<file path="src/rtl/cs_pkg.sv">
package cs_pkg;
    typedef enum logic [1:0] {
        ST_IDLE  = 2'd0,
        ST_SETUP = 2'd1,
        ST_WALK  = 2'd2
    } sweep_st_e;

    typedef struct packed {
        sweep_st_e st;
        logic      full;
        logic      done;
    } sweep_ctl_s;
endpackage

</file>
<file path="src/rtl/cs_down_counter.sv">
module cs_down_counter #(
    parameter int W = 8
) (
    input  logic         clk,
    input  logic         rst_n,
    input  logic         load_i,
    input  logic [W-1:0] load_val_i,
    input  logic         dec_i,
    output logic [W-1:0] cnt_o,
    output logic         last_o
);
    logic [W-1:0] cnt_d, cnt_q;

    always_comb begin
        cnt_d = cnt_q;
        if (load_i) begin
            cnt_d = load_val_i;
        end else if (dec_i && cnt_q != '0) begin
            cnt_d = cnt_q - W'(1);
        end
    end

    always_ff @(posedge clk or negedge rst_n) begin
        if (!rst_n) cnt_q <= '0;
        else        cnt_q <= cnt_d;
    end

    assign cnt_o  = cnt_q;
    assign last_o = (cnt_q == W'(1));
endmodule

</file>
<file path="src/rtl/cs_line_addr.sv">
module cs_line_addr #(
    parameter int ADDR_W     = 32,
    parameter int LINE_BYTES = 16
) (
    input  logic              clk,
    input  logic              rst_n,
    input  logic              load_i,
    input  logic [ADDR_W-1:0] load_val_i,
    input  logic              step_i,
    output logic [ADDR_W-1:0] addr_o
);
    localparam logic [ADDR_W-1:0] STRIDE = ADDR_W'(LINE_BYTES);

    logic [ADDR_W-1:0] addr_d, addr_q;

    always_comb begin
        addr_d = addr_q;
        if (load_i)      addr_d = load_val_i;
        else if (step_i) addr_d = addr_q + STRIDE;
    end

    always_ff @(posedge clk or negedge rst_n) begin
        if (!rst_n) addr_q <= '0;
        else        addr_q <= addr_d;
    end

    assign addr_o = addr_q;
endmodule

</file>
<file path="src/rtl/cache_sweep_ctrl.sv">
module cache_sweep_ctrl #(
    parameter int ADDR_W      = 32,
    parameter int NUM_CLASSES = 64,
    parameter int LINE_BYTES  = 16
) (
    input  logic              clk,
    input  logic              rst_n,
    input  logic              start_i,
    input  logic              full_mode_i,
    input  logic [ADDR_W-1:0] start_addr_i,
    input  logic              sw_enable_i,
    output logic [ADDR_W-1:0] inv_addr_o,
    output logic              inv_strobe_o,
    output logic              busy_o,
    output logic              cache_en_o
);
    import cs_pkg::*;

    localparam int CNT_W = $clog2(NUM_CLASSES + 1);
    localparam logic [ADDR_W-1:0] LINE_MASK = ADDR_W'(LINE_BYTES - 1);

    sweep_ctl_s ctl_d, ctl_q;

    logic              accept;
    logic              walking;
    logic              cnt_last;
    logic [CNT_W-1:0]  cnt_load;
    logic [CNT_W-1:0]  cnt_val;
    logic [ADDR_W-1:0] addr_load;

    assign accept    = (ctl_q.st == ST_IDLE) && start_i;
    assign walking   = (ctl_q.st == ST_WALK);
    assign cnt_load  = full_mode_i ? CNT_W'(NUM_CLASSES) : CNT_W'(1);
    assign addr_load = full_mode_i ? '0 : (start_addr_i & ~LINE_MASK);

    cs_down_counter #(.W(CNT_W)) u_cnt (
        .clk        (clk),
        .rst_n      (rst_n),
        .load_i     (accept),
        .load_val_i (cnt_load),
        .dec_i      (walking),
        .cnt_o      (cnt_val),
        .last_o     (cnt_last)
    );

    cs_line_addr #(.ADDR_W(ADDR_W), .LINE_BYTES(LINE_BYTES)) u_addr (
        .clk        (clk),
        .rst_n      (rst_n),
        .load_i     (accept),
        .load_val_i (addr_load),
        .step_i     (walking),
        .addr_o     (inv_addr_o)
    );

    always_comb begin
        ctl_d = ctl_q;
        unique case (ctl_q.st)
            ST_IDLE: begin
                if (start_i) begin
                    ctl_d.st   = ST_SETUP;
                    ctl_d.full = full_mode_i;
                end
            end
            ST_SETUP: begin
                ctl_d.st = ST_WALK;
            end
            ST_WALK: begin
                if (cnt_last || cnt_val == '0) begin
                    ctl_d.st = ST_IDLE;
                    if (ctl_q.full) ctl_d.done = 1'b1;
                end
            end
            default: ctl_d.st = ST_IDLE;
        endcase
    end

    always_ff @(posedge clk or negedge rst_n) begin
        if (!rst_n) begin
            ctl_q.st   <= ST_IDLE;
            ctl_q.full <= 1'b0;
            ctl_q.done <= 1'b0;
        end else begin
            ctl_q <= ctl_d;
        end
    end

    assign inv_strobe_o = walking;
    assign busy_o       = (ctl_q.st != ST_IDLE);
    assign cache_en_o   = ctl_q.done && sw_enable_i;
endmodule

</file>
<file path="config.mk">
export PLATFORM = sky130hd
export DESIGN_NAME = cache_sweep_ctrl
export DESIGN_NICKNAME = d
export VERILOG_FILES = /design/src/rtl/cs_pkg.sv /design/src/rtl/cs_down_counter.sv /design/src/rtl/cs_line_addr.sv /design/src/rtl/cache_sweep_ctrl.sv
export SDC_FILE = /design/constraint.sdc
export NUM_CORES = 1
export LEC_CHECK = 0
export BUFFER_PORTS_ARGS = -buffer_cell sky130_fd_sc_hd__clkbuf_2
export CAP_MARGIN = 20
export CORE_MARGIN = 2
export CORE_UTILIZATION = 40
export CTS_BUF_LIST = sky130_fd_sc_hd__clkbuf_8
export CTS_CLUSTER_SIZE = 25
export DETAILED_ROUTE_END_ITERATION = 8
export MAX_ROUTING_LAYER = met4
export PLACE_DENSITY = 0.67
export SLEW_MARGIN = 20
export SYNTH_ARGS = -nofsm -noshare
export SYNTH_HDL_FRONTEND = slang
export SYNTH_SLANG_ARGS = --single-unit
</file>
<file path="constraint.sdc">
create_clock -name clk -period 1.72 [get_ports clk]
set_input_delay 0.172 -clock clk [delete_from_list [all_inputs] [get_ports clk]]
set_output_delay 0.172 -clock clk [all_outputs]
set_load 0.03 [all_outputs]
</file>
== Word level (Yosys, flattened, before mapping) ==
Cells that the tools add are included.
Operators by class
  add/sub/neg operators: 2
  eq/ne operators: 5
  multiplexer cells: 9
  reductions and logical operators: 13
Operators by type and width (count)
  32-bit 2-to-1 mux: 3
  32-bit by 5-bit adder with 32-bit output, second input constant: 1
  7-bit 2-to-1 mux: 3
  7-bit by 1-bit equality test with 1-bit output, second input constant: 1
  7-bit logical NOT: 1
  7-bit nonzero test: 1
  7-bit by 1-bit subtractor with 7-bit output, second input constant: 1
  2-bit case mux with 3 select lines: 1
  2-bit nonzero test: 3
  2-bit inequality test, second input constant: 2
  2-bit AND reduction: 2
  1-bit logical AND: 3
  3-bit 2-to-1 mux: 1
  3-bit AND reduction: 1
  2-bit by 1-bit equality test with 1-bit output, second input constant: 1
  2-bit equality test, second input constant: 1
  2-bit logical NOT: 1
  2-bit 2-to-1 mux: 1
  1-bit logical OR: 1
Word-level totals
  register bits: 43
  output and inout bits: 35
  logic and storage cells: 34

== Logic depth before layout (Yosys ltp) ==
  depth in word-level cells: 4
  depth in mapped cells: 8
  mapped depth without buffers: 6

== Hierarchy ==
Synthesis repeated with hierarchy kept, for this count alone.
Second synthesis, totals
  cell total of the unflattened synthesis: 310
  area total of the unflattened synthesis: 2691.3 um2
By module, submodules not included
  cs_line_addr: times used 1, cells each 199, area an instance 1803.0 um2, sequential area each 800.8 um2
  cs_down_counter: times used 1, cells each 60, area an instance 500.5 um2, sequential area each 175.2 um2
  cache_sweep_ctrl: times used 1, cells each 51, area an instance 387.9 um2, sequential area each 100.1 um2

== Worst setup path before layout ==
No wires, ideal clock.
  path kind: flip-flop to flip-flop
  from: register u_addr.addr_q[4] (netlist: u_addr.addr_o[4])
  to: register u_addr.addr_q[30] (netlist: u_addr.addr_o[30])
  library setup time: 126 ps
  arrival time: 1818 ps
  slack: -224 ps
  cell stages (with the launch flop): 6
  path buffers: 0
  clock period less this slack: 1944 ps
  cell sequence: dfrtp_1 > ha_1 > nand3_1 > nor4_4 > nand3_1 > a311o_1
On the way
  cells in the longest elaborated chain, start to end: 3
RTL lines
  start: declaration: line cs_line_addr.sv:14  | logic [ADDR_W-1:0] addr_d, addr_q;
  start signal: assignment: line cs_line_addr.sv:24  | else addr_q <= addr_d;
  32-bit by 5-bit adder with 32-bit output: line cs_line_addr.sv:19  | else if (step_i) addr_d = addr_q + STRIDE;
  32-bit 2-to-1 mux: line cs_line_addr.sv:19
  32-bit 2-to-1 mux: line cs_line_addr.sv:18  | if (load_i) addr_d = load_val_i;
No other way between the ends. The select of a mux whose other input is x is not followed.
A chain may end at the register's enable or synchronous reset.

== Final worst setup path ==
  from: register u_addr.addr_q[8] (netlist: u_addr.addr_o[8])
  to: register u_addr.addr_q[29] (netlist: u_addr.addr_o[29])
Same word-level chain as after synthesis.

==> results.cfg <==
[status]
status = finished, final reports clean

[timing]
fin_crit_sh = 0.994
grt_setup_unrepaired = yes
whs_ns = 0.0818
worst_pin_slew_ns = 0.511
setup_viol = 0
clock_skew_ns = 0.00565
fmax_mhz = 585
maxSlewViolCount = 0
slew_headroom = 0.659
fin_setup_tns_ns = 0
hold_viol = 0
min_period_ns = 1.71

[placement]
dpl.hpwl_um = 4650
place.gp.congestion = 0.825
placed_cell_area_um2 = 2990
dp_cells = 418
io_buffer_count = 63

[setup_path]
crit_path_end_kind = register
r2r_start = u_addr.addr_o[8]$_DFFE_PN0P_
rr_worst_depth = 5
cp_max_fo = 5
crit_family = simple AND/OR/NAND/NOR gates
crit_type = reg -> reg
worstReg2RegEnd = u_addr.addr_o[29]$_DFFE_PN0P_
cp.depth = 5
cp.arrival_ns = 1.95
max_stage_delay_ns = 0.43
cp_slowest_cell = or4_4
worst-path-buf-inv = 0
critPathRequiredTime_ns = 1.96
start_kind = register
path_cells = nand4_1, nor4_4, nand2_2, or4_4, nand3_2
regToRegSetupSlack_ns = 0.01

[logic_synthesis]
synth-edff-count = 0
ys_types = 54
synth.top_cell.area_share = 0.420
yosys.area.top_type = dfrtp_1
yosys_register_bits = 39
synthArstFlopShare = 1.00
syn_area_um2 = 2320
ys_top_cells_by_area = dfrtp_1 (42%), nand3_1 (5.8%), nand2_1 (3.7%), o21ai_0 (3.7%), xnor2_1 (3.0%)
ys.flop_type = dfrtp_1
syn_inst = 258
synth-seq-area-share = 0.420
synth.avg_cell_area_um2 = 9.01
yosysWarnings = 0

[floorplan]
initial_core_util = 0.417
fp-row-count = 27
die_w_um = 80.2
core_um2 = 5570
die_area_um2 = 6440
die_y_um = 80.2
io_pins = 72

[final_layout]
diodes = 0
fin_cells = 428
nets = 396
area_delta_synth_final_pct = 37.9
drive_gt1_frac = 0.427
finalInstanceArea_um2 = 3210

[global_routing]
grtUsageTotal = 0.204
grt_pass1_vias = 2080
grt_max_degree = 23
grt_pass1_wl_um = 9920
grt_overflow = 0
antenna_found_initial = 0

[clock_tree]
clk_pin_slew_ns = 0.08
cts_buffers = 5
cts.path.max_buffers = 2
htreeDepth = 2
cts.sinks = 39
cts-root-buf = clkbuf_8
tritoncts = built
insertion_delay_ns = 0.29

[worst_hold_path]
worst_hold_path.endpoint = u_addr.addr_o[19]$_DFFE_PN0P_
holdPathStages = 3
hold_class = in -> reg
hold_start = start_addr_i[19]

[pwr]
p_sw_frac = 0.467
vdd_ir_drop_max_mv = 1.12
power.density_nw_per_um2 = 1790
p_leak_nw = 1.45
p_int_mw = 3.06
total_power_mw = 5.73
pwr-share-clk = 0.141
p_seq_frac = 0.320
pwr-share-comb = 0.539
power.switching_mw = 2.68

[route]
firstDrtPassIters = 4
dr.first_iter.drc_count = 80
vias = 2257
ant_nets = 0
viasPerCell = 5.27
drc = 0
drt_wl_total_um = 6290
wire_per_inst_um = 14.7

[run]
cap_violations = 0
[through the flow]
stage | util | worst slack [ns]
global placement | 0.536 | 0.0729
detailed placement | 0.536 | 0.0347
CTS | 0.559 | 0.00316
global route | 0.575 | -0.0120
finish | 0.575 | 0.0104
floorplan | - | 0.00854
[area by class of cell]
type                       instances  area [µm²]
inverter                          10        37.5
clock buffer                       6        82.6
clock inverter                     2        35.0
fill                             517        2370
timing repair buffer             104         644
multi-input combinational        195        1320
tap                               72        90.1
sequential                        39         997
[Yosys cell counts (2+ instances only)]
master    instances
o21ai_1           6
inv_1             9
nand2_1          23
a31o_2            2
nor3_1            6
buf_4             4
nor4_4            2
clkbuf_1          7
o211ai_1          6
dfrtp_1          39
or4_1             4
o21ai_0          17
and3_1            6
nor4_1            2
nand3_1          27
xnor2_1           8
a21oi_1          12
ha_1              4
nand4_1           7
a31oi_1           2
o311ai_1          4
a311o_1           2
a22oi_1           5
buf_2             6
nor2_1           14
xor2_1            6
[kinds of logic after synthesis]
logic type,synth area share
compound gates,0.180
xor+xnor,0.0527
fa+ha+maj,0.0215
buf+inv,0.0533
flops,0.420
mux,0.00915
other cells,0.00161
simple gates,0.262
[flip-flops by register name, indices dropped and copies added, names as in the netlist]
signal / count
u_addr.addr_o: 28
u_cnt.cnt_o: 7
ctl_q: 4
[cells in the final DEF, fill, tap and decap left out, types with 2 or more instances in the layout]
cell | synthesis | final
clkbuf_2 | 0 | 62
buf_4 | 4 | 38
nand2_1 | 23 | 23
nand3_1 | 27 | 23
dfrtp_1 | 39 | 22
dfrtp_2 | 0 | 17
o21ai_0 | 17 | 16
nor2_1 | 14 | 14
a21oi_1 | 12 | 12
inv_1 | 9 | 9
xnor2_1 | 8 | 8
o21ai_1 | 6 | 7
nand4_1 | 7 | 7
and3_1 | 6 | 6
xor2_1 | 6 | 6
o211ai_1 | 6 | 6
clkbuf_8 | 0 | 6
nor3_1 | 6 | 5
a22oi_1 | 5 | 5
o311ai_1 | 4 | 4
conb_1 | 1 | 4
nand3_2 | 1 | 3
ha_1 | 4 | 3
nand3_4 | 0 | 2
a31o_2 | 2 | 2
nand4_4 | 1 | 2
nor4_4 | 2 | 2
or4_1 | 4 | 2
a311o_1 | 2 | 2
a31oi_1 | 2 | 2
or4_4 | 0 | 2
[metal layers]
| metal | GRT usage | up-vias | wire (µm) |
|---|---|---|---|
| li1 | - | 1132 | - |
| met1 | 0.275 | 1064 | 3000 |
| met2 | 0.323 | 56 | 2990 |
| met3 | 0.0337 | 5 | 252 |
| met4 | 0.0492 | 0 | 42 |
| met5 | - | - | 0 |
[how the worst max path moves through the flow]
stage | startpoint | to
6_report | u_addr.addr_o[8]$_DFFE_PN0P_ | u_addr.addr_o[29]$_DFFE_PN0P_
5_1_grt | u_addr.addr_o[10]$_DFFE_PN0P_ | u_addr.addr_o[29]$_DFFE_PN0P_
4_1_cts | ctl_q[2]$_DFFE_PN0P_ | inv_strobe_o
3_5_place_dp | u_addr.addr_o[5]$_DFFE_PN0P_ | u_addr.addr_o[18]$_DFFE_PN0P_
3_3_place_gp | ctl_q[2]$_DFFE_PN0P_ | u_cnt.cnt_o[3]$_DFFE_PN0P_
2_1_floorplan | u_addr.addr_o[4]$_DFFE_PN0P_ | u_addr.addr_o[30]$_DFFE_PN0P_
[worst reg2reg max path: stages (launching register included)]
cell,delay (ns)
dfrtp_2,0.42
nand4_1,0.28
nor4_4,0.32
nand2_2,0.13
or4_4,0.43
nand3_2,0.08
[power groups by stage]
stage                     sequential, mW  clock, mW  combinational, mW
after floorplan                     2.37          0               1.27
after global placement              1.77          0               2.95
after detailed placement            1.79          0               2.98
after CTS                           1.77      0.820               3.00
after global routing                1.90      0.863               3.37
final                               1.84      0.810               3.09
[repair_timing]
action | CTS | global route
endpoints found under the setup margin | 0 | 10
buffers inserted | 0 | 1
hold buffers | 1 | 0
endpoints found under the hold margin | 17 | 0
resized for setup | 0 | 18
(Power assumes the default switching activity.)
